File: config.mk
export PLATFORM = sky130hd
export DESIGN_NAME = disp_cmd_decoder
export DESIGN_NICKNAME = d
export VERILOG_FILES = /design/src/rtl/disp_cmd_pkg.sv /design/src/rtl/disp_cmd_decode.sv /design/src/rtl/disp_ptr_unit.sv /design/src/rtl/disp_chr_blink.sv /design/src/rtl/disp_mode_regs.sv /design/src/rtl/disp_cmd_decoder.sv
export SDC_FILE = /design/constraint.sdc
export NUM_CORES = 1
export LEC_CHECK = 0
export BUFFER_PORTS_ARGS = -buffer_cell sky130_fd_sc_hd__buf_2
export CAP_MARGIN = 20
export CORE_MARGIN = 5
export CORE_UTILIZATION = 56
export CTS_BUF_LIST = sky130_fd_sc_hd__clkbuf_8
export DETAILED_ROUTE_END_ITERATION = 8
export PLACE_DENSITY = 0.83
export SLEW_MARGIN = 20
export SYNTH_ARGS = -nofsm -noshare
export SYNTH_HDL_FRONTEND = slang
export SYNTH_SLANG_ARGS = --single-unit
File: constraint.sdc
create_clock -name clk -period 2.7 [get_ports clk]
set_input_delay 0.135 -clock clk [delete_from_list [all_inputs] [get_ports clk]]
set_output_delay 0.135 -clock clk [all_outputs]
set_load 0.01 [all_outputs]
File: src/rtl/disp_cmd_pkg.sv
package disp_cmd_pkg;

  typedef enum logic [3:0] {
    OP_NONE, OP_LOAD, OP_OPT, OP_DIV, OP_BANK, OP_CONTRAST, OP_STOP,
    OP_SERIAL, OP_DISP, OP_INC, OP_ICONBLK, OP_PATTERN, OP_CHB,
    OP_LINE, OP_DATA
  } op_e;

  function automatic op_e decode_byte(input logic is_cmd, input logic [7:0] b);
    op_e op;
    if (!is_cmd) begin
      op = OP_DATA;
    end else begin
      casez (b)
        8'b11??????: op = OP_LOAD;
        8'b1011????: op = OP_OPT;
        8'b1010????: op = OP_DIV;
        8'b100?000?: op = OP_BANK;
        8'b100?001?: op = OP_CONTRAST;
        8'b100?0100: op = OP_STOP;
        8'b100?011?: op = OP_SERIAL;
        8'b100?100?: op = OP_DISP;
        8'b100?101?: op = OP_INC;
        8'b100?110?: op = OP_ICONBLK;
        8'b100?111?: op = OP_PATTERN;
        8'b000?01??: op = OP_CHB;
        8'b011?????: op = OP_LINE;
        default:     op = OP_NONE;
      endcase
    end
    return op;
  endfunction

endpackage

File: src/rtl/disp_cmd_decode.sv
module disp_cmd_decode
  import disp_cmd_pkg::*;
(
  input  logic       is_cmd,
  input  logic [7:0] byte_in,
  output op_e        op
);
  always_comb op = decode_byte(is_cmd, byte_in);
endmodule

File: src/rtl/disp_ptr_unit.sv
module disp_ptr_unit #(
  parameter int ADDR_W = 6,
  parameter int CELLS  = 12
) (
  input  logic              clk,
  input  logic              rst_n,
  input  logic              do_load,
  input  logic [ADDR_W-1:0] load_val,
  input  logic              do_step,
  input  logic              do_clear,
  output logic [ADDR_W-1:0] ptr
);
  localparam int GRP = 16;
  localparam int SKIP = GRP - CELLS;

  logic [ADDR_W-1:0] folded, stepped;

  always_comb begin
    folded = (load_val[3:0] >= 4'(CELLS)) ? '0 : load_val;
    if (ptr[3:0] == 4'(CELLS - 1))
      stepped = ptr + ADDR_W'(SKIP + 1);
    else
      stepped = ptr + ADDR_W'(1);
  end

  always_ff @(posedge clk or negedge rst_n) begin
    if (!rst_n)        ptr <= '0;
    else if (do_clear) ptr <= '0;
    else if (do_load)  ptr <= folded;
    else if (do_step)  ptr <= stepped;
  end

  a_r2_ptr_in_window: assert property (@(posedge clk) disable iff (!rst_n)
    ptr[3:0] < 4'(CELLS));

  a_r3_ptr_held: assert property (@(posedge clk) disable iff (!rst_n)
    (!do_load && !do_step && !do_clear) |=> $stable(ptr));
endmodule

File: src/rtl/disp_chr_blink.sv
module disp_chr_blink #(
  parameter int ADDR_W = 6,
  parameter int CELLS  = 12
) (
  input  logic               clk,
  input  logic               rst_n,
  input  logic [ADDR_W-1:0]  addr,
  input  logic               do_write,
  input  logic               wr_val,
  output logic [2*CELLS-1:0] flags
);
  localparam int NFLAG = 2 * CELLS;

  logic in_chr;
  logic [$clog2(NFLAG)-1:0] idx;

  always_comb begin
    in_chr = (addr[ADDR_W-1:5] == '0);
    idx = addr[4] ? $clog2(NFLAG)'(CELLS + int'(addr[3:0]))
                  : $clog2(NFLAG)'(addr[3:0]);
  end

  for (genvar g = 0; g < NFLAG; g++) begin : g_flag
    always_ff @(posedge clk or negedge rst_n) begin
      if (!rst_n) flags[g] <= 1'b0;
      else if (do_write && in_chr && idx == $clog2(NFLAG)'(g)) flags[g] <= wr_val;
    end
  end

  a_r7_one_flag_moves: assert property (@(posedge clk) disable iff (!rst_n)
    $countones(flags ^ $past(flags)) <= 1);
endmodule

File: src/rtl/disp_mode_regs.sv
module disp_mode_regs
  import disp_cmd_pkg::*;
(
  input  logic       clk,
  input  logic       rst_n,
  input  logic       exec,
  input  op_e        op,
  input  logic [7:0] b,
  output logic [1:0] div_sel,
  output logic       bank_sel,
  output logic [2:0] contrast,
  output logic       disp_on,
  output logic       icons_only,
  output logic       so_en,
  output logic       blink_lit,
  output logic [1:0] line_sel,
  output logic       opt_blank,
  output logic       opt_unblink,
  output logic       icon_blink_mode
);
  always_ff @(posedge clk or negedge rst_n) begin
    if (!rst_n) begin
      div_sel <= '0; bank_sel <= 1'b0; contrast <= '0;
      disp_on <= 1'b0; icons_only <= 1'b0; so_en <= 1'b0;
      blink_lit <= 1'b0; line_sel <= '0; opt_blank <= 1'b0;
      opt_unblink <= 1'b0; icon_blink_mode <= 1'b0;
    end else if (exec) begin
      unique case (op)
        OP_OPT:      begin opt_blank <= b[0]; opt_unblink <= b[1]; end
        OP_DIV:      div_sel <= b[1:0];
        OP_BANK:     bank_sel <= b[0];
        OP_CONTRAST: contrast <= b[0] ? contrast + 3'd1 : contrast - 3'd1;
        OP_STOP:     begin disp_on <= 1'b0; icons_only <= 1'b0; end
        OP_SERIAL:   so_en <= b[0];
        OP_DISP:     begin disp_on <= b[0]; icons_only <= b[0] & b[4]; end
        OP_ICONBLK:  icon_blink_mode <= b[0];
        OP_PATTERN:  blink_lit <= b[0];
        OP_LINE:     line_sel <= b[1:0];
        default:     ;
      endcase
    end
  end

  a_r8_contrast_hold: assert property (@(posedge clk) disable iff (!rst_n)
    !(exec && op == OP_CONTRAST) |=> $stable(contrast));

  a_r10_icons_need_on: assert property (@(posedge clk) disable iff (!rst_n)
    icons_only |-> disp_on);
endmodule

File: src/rtl/disp_cmd_decoder.sv
module disp_cmd_decoder
  import disp_cmd_pkg::*;
#(
  parameter int        ADDR_W     = 6,
  parameter int        DATA_W     = 8,
  parameter int        CELLS      = 12,
  parameter logic [7:0] BLANK_CODE = 8'h20
) (
  input  logic               clk,
  input  logic               rst_n,
  input  logic               in_valid,
  output logic               in_ready,
  input  logic               in_is_cmd,
  input  logic [DATA_W-1:0]  in_byte,
  output logic               mem_we,
  output logic               mem_sel,
  output logic [ADDR_W-1:0]  mem_addr,
  output logic [DATA_W-1:0]  mem_wdata,
  output logic [ADDR_W-1:0]  ptr,
  output logic [2*CELLS-1:0] chr_blink,
  output logic [1:0]         div_sel,
  output logic               bank_sel,
  output logic [2:0]         contrast,
  output logic               disp_on,
  output logic               icons_only,
  output logic               so_en,
  output logic               blink_lit,
  output logic [1:0]         line_sel,
  output logic               opt_blank,
  output logic               opt_unblink,
  output logic               icon_blink_mode,
  output logic               standby
);
  op_e  op;
  logic accept, exec;
  logic blk_we, blk_val;

  assign in_ready = rst_n;
  assign accept   = in_valid && in_ready;
  assign exec     = accept && (!standby || in_byte[0]);

  disp_cmd_decode u_dec (
    .is_cmd (in_is_cmd),
    .byte_in(in_byte[7:0]),
    .op     (op)
  );

  disp_ptr_unit #(.ADDR_W(ADDR_W), .CELLS(CELLS)) u_ptr (
    .clk     (clk),
    .rst_n   (rst_n),
    .do_load (exec && op == OP_LOAD),
    .load_val(in_byte[ADDR_W-1:0]),
    .do_step (exec && (op == OP_DATA || op == OP_INC || op == OP_CHB)),
    .do_clear(exec && op == OP_STOP),
    .ptr     (ptr)
  );

  always_comb begin
    blk_we  = 1'b0;
    blk_val = 1'b0;
    if (exec && op == OP_CHB) begin
      blk_we = 1'b1; blk_val = in_byte[1];
    end else if (exec && op == OP_INC && opt_unblink) begin
      blk_we = 1'b1; blk_val = 1'b0;
    end
  end

  disp_chr_blink #(.ADDR_W(ADDR_W), .CELLS(CELLS)) u_blink (
    .clk     (clk),
    .rst_n   (rst_n),
    .addr    (ptr),
    .do_write(blk_we),
    .wr_val  (blk_val),
    .flags   (chr_blink)
  );

  disp_mode_regs u_modes (
    .clk            (clk),
    .rst_n          (rst_n),
    .exec           (exec),
    .op             (op),
    .b              (in_byte[7:0]),
    .div_sel        (div_sel),
    .bank_sel       (bank_sel),
    .contrast       (contrast),
    .disp_on        (disp_on),
    .icons_only     (icons_only),
    .so_en          (so_en),
    .blink_lit      (blink_lit),
    .line_sel       (line_sel),
    .opt_blank      (opt_blank),
    .opt_unblink    (opt_unblink),
    .icon_blink_mode(icon_blink_mode)
  );

  always_ff @(posedge clk or negedge rst_n) begin
    if (!rst_n)                    standby <= 1'b0;
    else if (exec && op == OP_STOP) standby <= 1'b1;
    else if (exec)                 standby <= 1'b0;
  end

  always_ff @(posedge clk or negedge rst_n) begin
    if (!rst_n) begin
      mem_we <= 1'b0; mem_sel <= 1'b0; mem_addr <= '0; mem_wdata <= '0;
    end else begin
      mem_we <= 1'b0;
      if (exec && op == OP_DATA) begin
        mem_addr  <= ptr;
        mem_wdata <= in_byte;
        mem_sel   <= icon_blink_mode;
        mem_we    <= !icon_blink_mode || ptr[ADDR_W-1];
      end else if (exec && op == OP_INC && opt_blank) begin
        mem_addr  <= ptr;
        mem_wdata <= DATA_W'(BLANK_CODE);
        mem_sel   <= 1'b0;
        mem_we    <= 1'b1;
      end
    end
  end

  a_r4_write_in_window: assert property (@(posedge clk) disable iff (!rst_n)
    mem_we |-> mem_addr[3:0] < 4'(CELLS));

  a_r5_blink_write_icon_space: assert property (@(posedge clk) disable iff (!rst_n)
    (mem_we && mem_sel) |-> mem_addr[ADDR_W-1]);

  a_r9_sleep_ignores_even: assert property (@(posedge clk) disable iff (!rst_n)
    (standby && in_valid && !in_byte[0]) |=> (standby && !mem_we));

  a_r9_stop_darkens: assert property (@(posedge clk) disable iff (!rst_n)
    (exec && op == OP_STOP) |=> (standby && !disp_on && ptr == '0));
endmodule

After elaboration in Yosys (flattened, before gate mapping) --
Index checks and enable logic that the tools add are counted.
Cells by class: add/sub/neg operators 5, multiply operators 0, div/mod/pow operators 0, order comparisons 1, eq/ne operators 51, shift-type cells 0, muxes and demuxes 24, bitwise logic cells 2, reduce and logical (&&, ||, !) cells 55
Operator list (number):
- $pmux 4 s13 | 1
- $eq 6x6->1 const B | 7
- $mux 6 | 7
- $eq 4x4->1 const B | 10
- $eq 5x4->1 const B | 8
- $eq 5x5->1 const B | 8
- $logic_and 1x1->1 | 35
- $eq 5x3->1 const B | 4
- $reduce_and 2->1 | 9
- $eq 4x3->1 const B | 4
- $mux 8 | 2
- $eq 5x1->1 const B | 2
- $eq 5x2->1 const B | 2
- $mux 1 | 9
- $eq 4x2->1 const B | 2
- $eq 7x7->1 const B | 1
- $add 6x1->6 const B | 1
- $add 6x3->6 const B | 1
- $reduce_bool 2->1 | 3
- $add 4x4->5 const A | 1
- $logic_not 5->1 | 1
- $mux 5 | 1
- $eq 4x1->1 const B | 1
- $ge 4x4->1 const B | 1
- other kinds (12) | 17
Word-level totals: register bits 62, latch bits 0, memory bits (writable) 0, bits in read-only memories 0, bits of input ports 12, output and inout port bits 63, memories kept 0

Logic depth before layout (Yosys ltp) --
depth in word-level cells 10, gate-level depth with buffers 10, depth with buffers taken out 9

Cells and area by module --
Synthesis repeated with hierarchy kept, for this count alone.
Unflattened totals: cells, all modules 277, area, all modules 3271.9 um^2
Modules (own cells, without submodules):
- disp_chr_blink | instances 1, cells each 101, area each 1266.2 um^2, sequential area each 600.6 um^2
- disp_cmd_decoder | instances 1, cells each 60, area each 778.2 um^2, sequential area each 425.4 um^2
- disp_mode_regs | instances 1, cells each 56, area each 723.2 um^2, sequential area each 375.4 um^2
- disp_ptr_unit | instances 1, cells each 42, area each 389.1 um^2, sequential area each 150.1 um^2
- disp_cmd_decode | instances 1, cells each 18, area each 115.1 um^2, sequential area each 0.0 um^2

Least setup slack after synthesis --
OpenSTA, ideal clock, no wires.
path type flip-flop to flip-flop, start point reg u_ptr.ptr[2], end point reg u_ptr.ptr[5], setup time 0.122 ns, arrival time 2.085 ns, required time 2.578 ns, slack 0.493 ns, cell stages (with the launch flop) 11, clock period less this slack 2.207 ns, cells stage by stage dfrtp_1 clkbuf_1 inv_1 ha_1 and2_1 ha_1 a31o_2 and3_1 nand2_1 mux2i_1 a32o_1
Between the ends: cells in the longest elaborated chain, start to end 5
RTL lines:
- start: declaration | RTL line disp_ptr_unit.sv:11 | output logic [ADDR_W-1:0] ptr
- start signal: assignment | RTL line disp_ptr_unit.sv:29 | else if (do_load) ptr <= folded;
- start signal: assignment | RTL line disp_ptr_unit.sv:30 | else if (do_step) ptr <= stepped;
- $add 6x1->6, or another cell as far along | RTL line disp_ptr_unit.sv:23 | stepped = ptr + ADDR_W'(1);
- $mux 6 * | RTL line disp_ptr_unit.sv:20 | if (ptr[3:0] == 4'(CELLS - 1))
- $mux 6 * | RTL line disp_ptr_unit.sv:30
- $mux 6 * | RTL line disp_ptr_unit.sv:29
- $mux 6 * | RTL line disp_ptr_unit.sv:28 | else if (do_clear) ptr <= '0;
Every way passes the cells marked *; elsewhere a longest branch is shown, timed or not. The select of a mux whose other input is x is not followed. A chain may end at the register's enable or synchronous reset.

Worst setup path after layout --
start point reg u_ptr.ptr[0], end point reg u_ptr.ptr[5]
The elaborated chain is that of the path after synthesis.

==> impl_metrics.yaml <==
critical_path:
  rrSetupSlack_ns: 0.44
  critPathCaptureType: "flip-flop"
  r2r-start: "u_ptr.ptr[0]"
  critical_path.slowest_cell: "dfrtp_1"
  r2r-end: "u_ptr.ptr[5]"
  worstPathRequired_ns: 2.93
  critPathMaxFanout: 9
  startpoint_type: "flip-flop"
  worstSetupPathType: "reg2reg"
  cpPeakStageDelay_ns: 0.47
  reg2reg_depth: 8
  path_cells: "ha_1 > and2_1 > ha_1 > a31o_2 > and3_1 > nand2_1 > mux2i_1 > a32o_1"
  crit_path_frequent_cell: "ha_1"
  critPathArrivalTime_ns: 2.49
die:
  die_area_sq_um: 7420
  coreArea_sq_um: 5570
  ioPinCount: 75
  num_rows: 27
  start_util_pct: 58.2
  die_w_um: 86.1
  die_h_um: 86.1
clocking:
  clockRootBuffer: "clkbuf_8"
  insertion_delay_ns: 0.34
  post_cts_buffers: 0
  clk_pin_slew_ns: 0.07
  cts_made_buffers: 9
  cts_tree: "done"
  cts_hold_buf: 0
  cts_resized: 0
  htree_levels: 3
  cts.sinks: 62
  clk_path_buf_depth: 2
route:
  post_drt_wl_per_cell_um: 16.4
  vias_per_cell: 5.68
  vias: 2526
  wl_met1_um: 3220
  route.detailed.drc: 0
  wl_met2_um: 3590
  detail_route.first_pass.iterations: 4
  antenna_left: 0
  top_layer: "met4"
  wl_met3_um: 396
  drt_iter0_markers: 119
  drt_wl_total_um: 7300
synth:
  synth_area_leaders: "dfrtp_1, mux2_2, nand3_1, mux2_1, nand2_1"
  syn_nets: 311
  ys_seq_area_share_pct: 47.8
  synth.mux.area_fraction_pct: 15.0
  synthCells: 291
  synth-simple-area-share_pct: 15.3
  synth_top_area_share_pct: 47.8
  synth_cell_types: 53
  synth_top_family_by_area: "simple AND/OR/NAND/NOR gates"
  synth-adder-area-share_pct: 3.32
  synth_compound_gate_area_share_pct: 13.2
  synth_area_sq_um: 3240
  yosysWarnings: 0
  synth_edf_count: 0
  synth-xor-area-share_pct: 1.08
  ys_ff_latch: 62
  avgSynthCellArea_sq_um: 11.1
  synth-main-ff-cell: "dfrtp_1"
  synth-async-reset-ratio_pct: 100
  yosys.area.top_type: "dfrtp_1"
global_route:
  grt_pass1_wl_um: 12300
  grt.overflow.total: 0
  grt_pass1_vias: 2486
  grt_max_degree: 64
  antenna_found_initial: 0
  grt_usage_pct: 20.9
sta:
  setup_viol: 0
  finalSetupTns_ns: 0
  hold_viol_final: 3
  finalCritPeriodShare_pct: 83.7
  finalMaxSlewViolations: 0
  worst_pin_slew_ns: 0.856
  rsz0062_at_grt: "false"
  fin_crit_ns: 2.26
  maxSlewHeadroom_pct: 42.5
  skew_ns: 0.00825
  hold_slack_ns: -0.00922
  max_freq_mhz: 443
outcome:
  violations: "hold timing"
  status: "complete, but fails checks"
power_and_ir_drop:
  power.density_nw_per_um2: 747
  power_leakage_uw: 0.00198
  vdd_ir_drop_max_mv: 0.513
worst_hold_path:
  min_path_type: "in2async"
placed_design:
  portBuffers: 74
  gp_congestion: 0.872
  dpl_cell_area_sq_um: 3670
  dp_hpwl_um: 5290
cells_and_area:
  fillCellCount: 432
  antenna_cells: 0
  layout-drive-gt1-share_pct: 36.5
  area_growth_syn_to_layout_pct: 19.5
  nets: 388
  final_area_sq_um: 3880
job:
  cap_violations: 0
[layout by cell type, fill, tap and decap left out, types with 7 or more instances in the layout]
| cell | instances |
|---|---|
| a22o_1 | 8 |
| clkbuf_8 | 11 |
| o21ai_0 | 10 |
| nand3_1 | 28 |
| nand2_1 | 27 |
| inv_1 | 13 |
| buf_2 | 74 |
| mux2_2 | 27 |
| dfrtp_1 | 62 |
| buf_4 | 7 |
| nor2_1 | 10 |
| mux2_1 | 11 |
| ha_1 | 7 |
[cell type report]
cell class	count	area, sq um	share of cell area, %
repair buffers	81	423	10.9
clock buffers	11	151	3.90
clock inverters	5	57.6	1.48
inverters	13	48.8	1.26
multi-input cells	201	1560	40.1
flip-flops and latches	62	1550	40.0
well taps	72	90.1	2.32
[worst max-delay path: cells and delay by family (launching register included)]
kind	cells	cell delay, ns
AND/OR/NAND/NOR	3	0.46
flip-flops	1	0.47
adder cells (fa/ha/maj)	2	0.68
AO/OA/AOI/OAI	2	0.48
multiplexers	1	0.06
[sequential cells by signal, summed over array words and instances, names as in the netlist, 2 cells and up]
name / cells
mem_addr: 6
mem_wdata: 8
u_blink.flags: 24
u_modes.contrast: 3
u_modes.div_sel: 2
u_modes.line_sel: 2
u_ptr.ptr: 6
[power breakdown]
| part | leakage, uW | internal [uW] | switching [uW] | total [uW] |
|---|---|---|---|---|
| combinational | 0.00105 | 350 | 500 | 850 |
| sequential | 0.000826 | 1070 | 136 | 1210 |
| clock | 0.0000976 | 474 | 364 | 838 |
[routing by layer]
| metal | vias up | track usage, % |
|---|---|---|
| met5 | - | 0 |
| met4 | 0 | 5.18 |
| met3 | 9 | 6.05 |
| met2 | 62 | 34.0 |
| met1 | 1246 | 27.5 |
| li1 | 1209 | - |
[Yosys cell counts, types with 2 or more instances]
| cell type | count |
|---|---|
| nand2_1 | 27 |
| mux2i_1 | 6 |
| clkbuf_1 | 6 |
| inv_1 | 13 |
| nor3_2 | 2 |
| dfrtp_1 | 62 |
| o21a_1 | 2 |
| mux2_1 | 11 |
| a22o_1 | 8 |
| xor2_1 | 3 |
| a32o_1 | 5 |
| or3_1 | 3 |
| buf_6 | 3 |
| nand3_1 | 28 |
| nor2_1 | 10 |
| nand2b_1 | 5 |
| a32oi_1 | 2 |
| nor4_1 | 2 |
| and2_1 | 4 |
| mux2_2 | 27 |
| buf_2 | 5 |
| o21ai_0 | 10 |
| nor2b_1 | 5 |
| o22ai_1 | 2 |
| a211oi_2 | 3 |
| a21oi_1 | 2 |
| and3_1 | 2 |
| ha_1 | 7 |
| o31ai_1 | 2 |
[how the worst max path moves through the flow]
stage,from,to,slack (ns),cells past startpoint
floorplan,u_ptr.ptr[2],u_ptr.ptr[5],0.49,10
global placement,in_byte[5],mem_addr[0],0.44,6
detailed placement,in_byte[5],mem_addr[4],0.38,6
CTS,standby,mem_addr[0],0.46,6
global route,u_ptr.ptr[3],u_blink.flags[22],0.27,8
finish,u_ptr.ptr[0],u_ptr.ptr[5],0.44,8
[metrics by stage]
step / power [uW] / setup slack, ns / util (%) / instances / hold slack [ns]
detailed placement: 2070 / 0.380 / 65.8 / 429 / 0.398
global route: 3070 / 0.268 / 69.6 / 445 / 0.0711
floorplan: 1750 / 0.493 / - / 291 / -0.161
global placement: 2040 / 0.438 / 65.8 / 429 / 0.395
CTS: 2920 / 0.458 / 69.6 / 445 / 0.0274
finish: 2900 / 0.440 / 69.6 / 445 / -0.00922
[kinds of logic (layout without fill, tap and decap cells)]
kind of cell / after synthesis / after routing
buffers and inverters: 28 / 110
AND/OR/NAND/NOR: 95 / 95
multiplexers: 44 / 44
XOR/XNOR: 4 / 4
adder cells (fa/ha/maj): 8 / 8
AO/OA/AOI/OAI: 50 / 50
flip-flops: 62 / 62
Power figures use the tool's default switching activity.
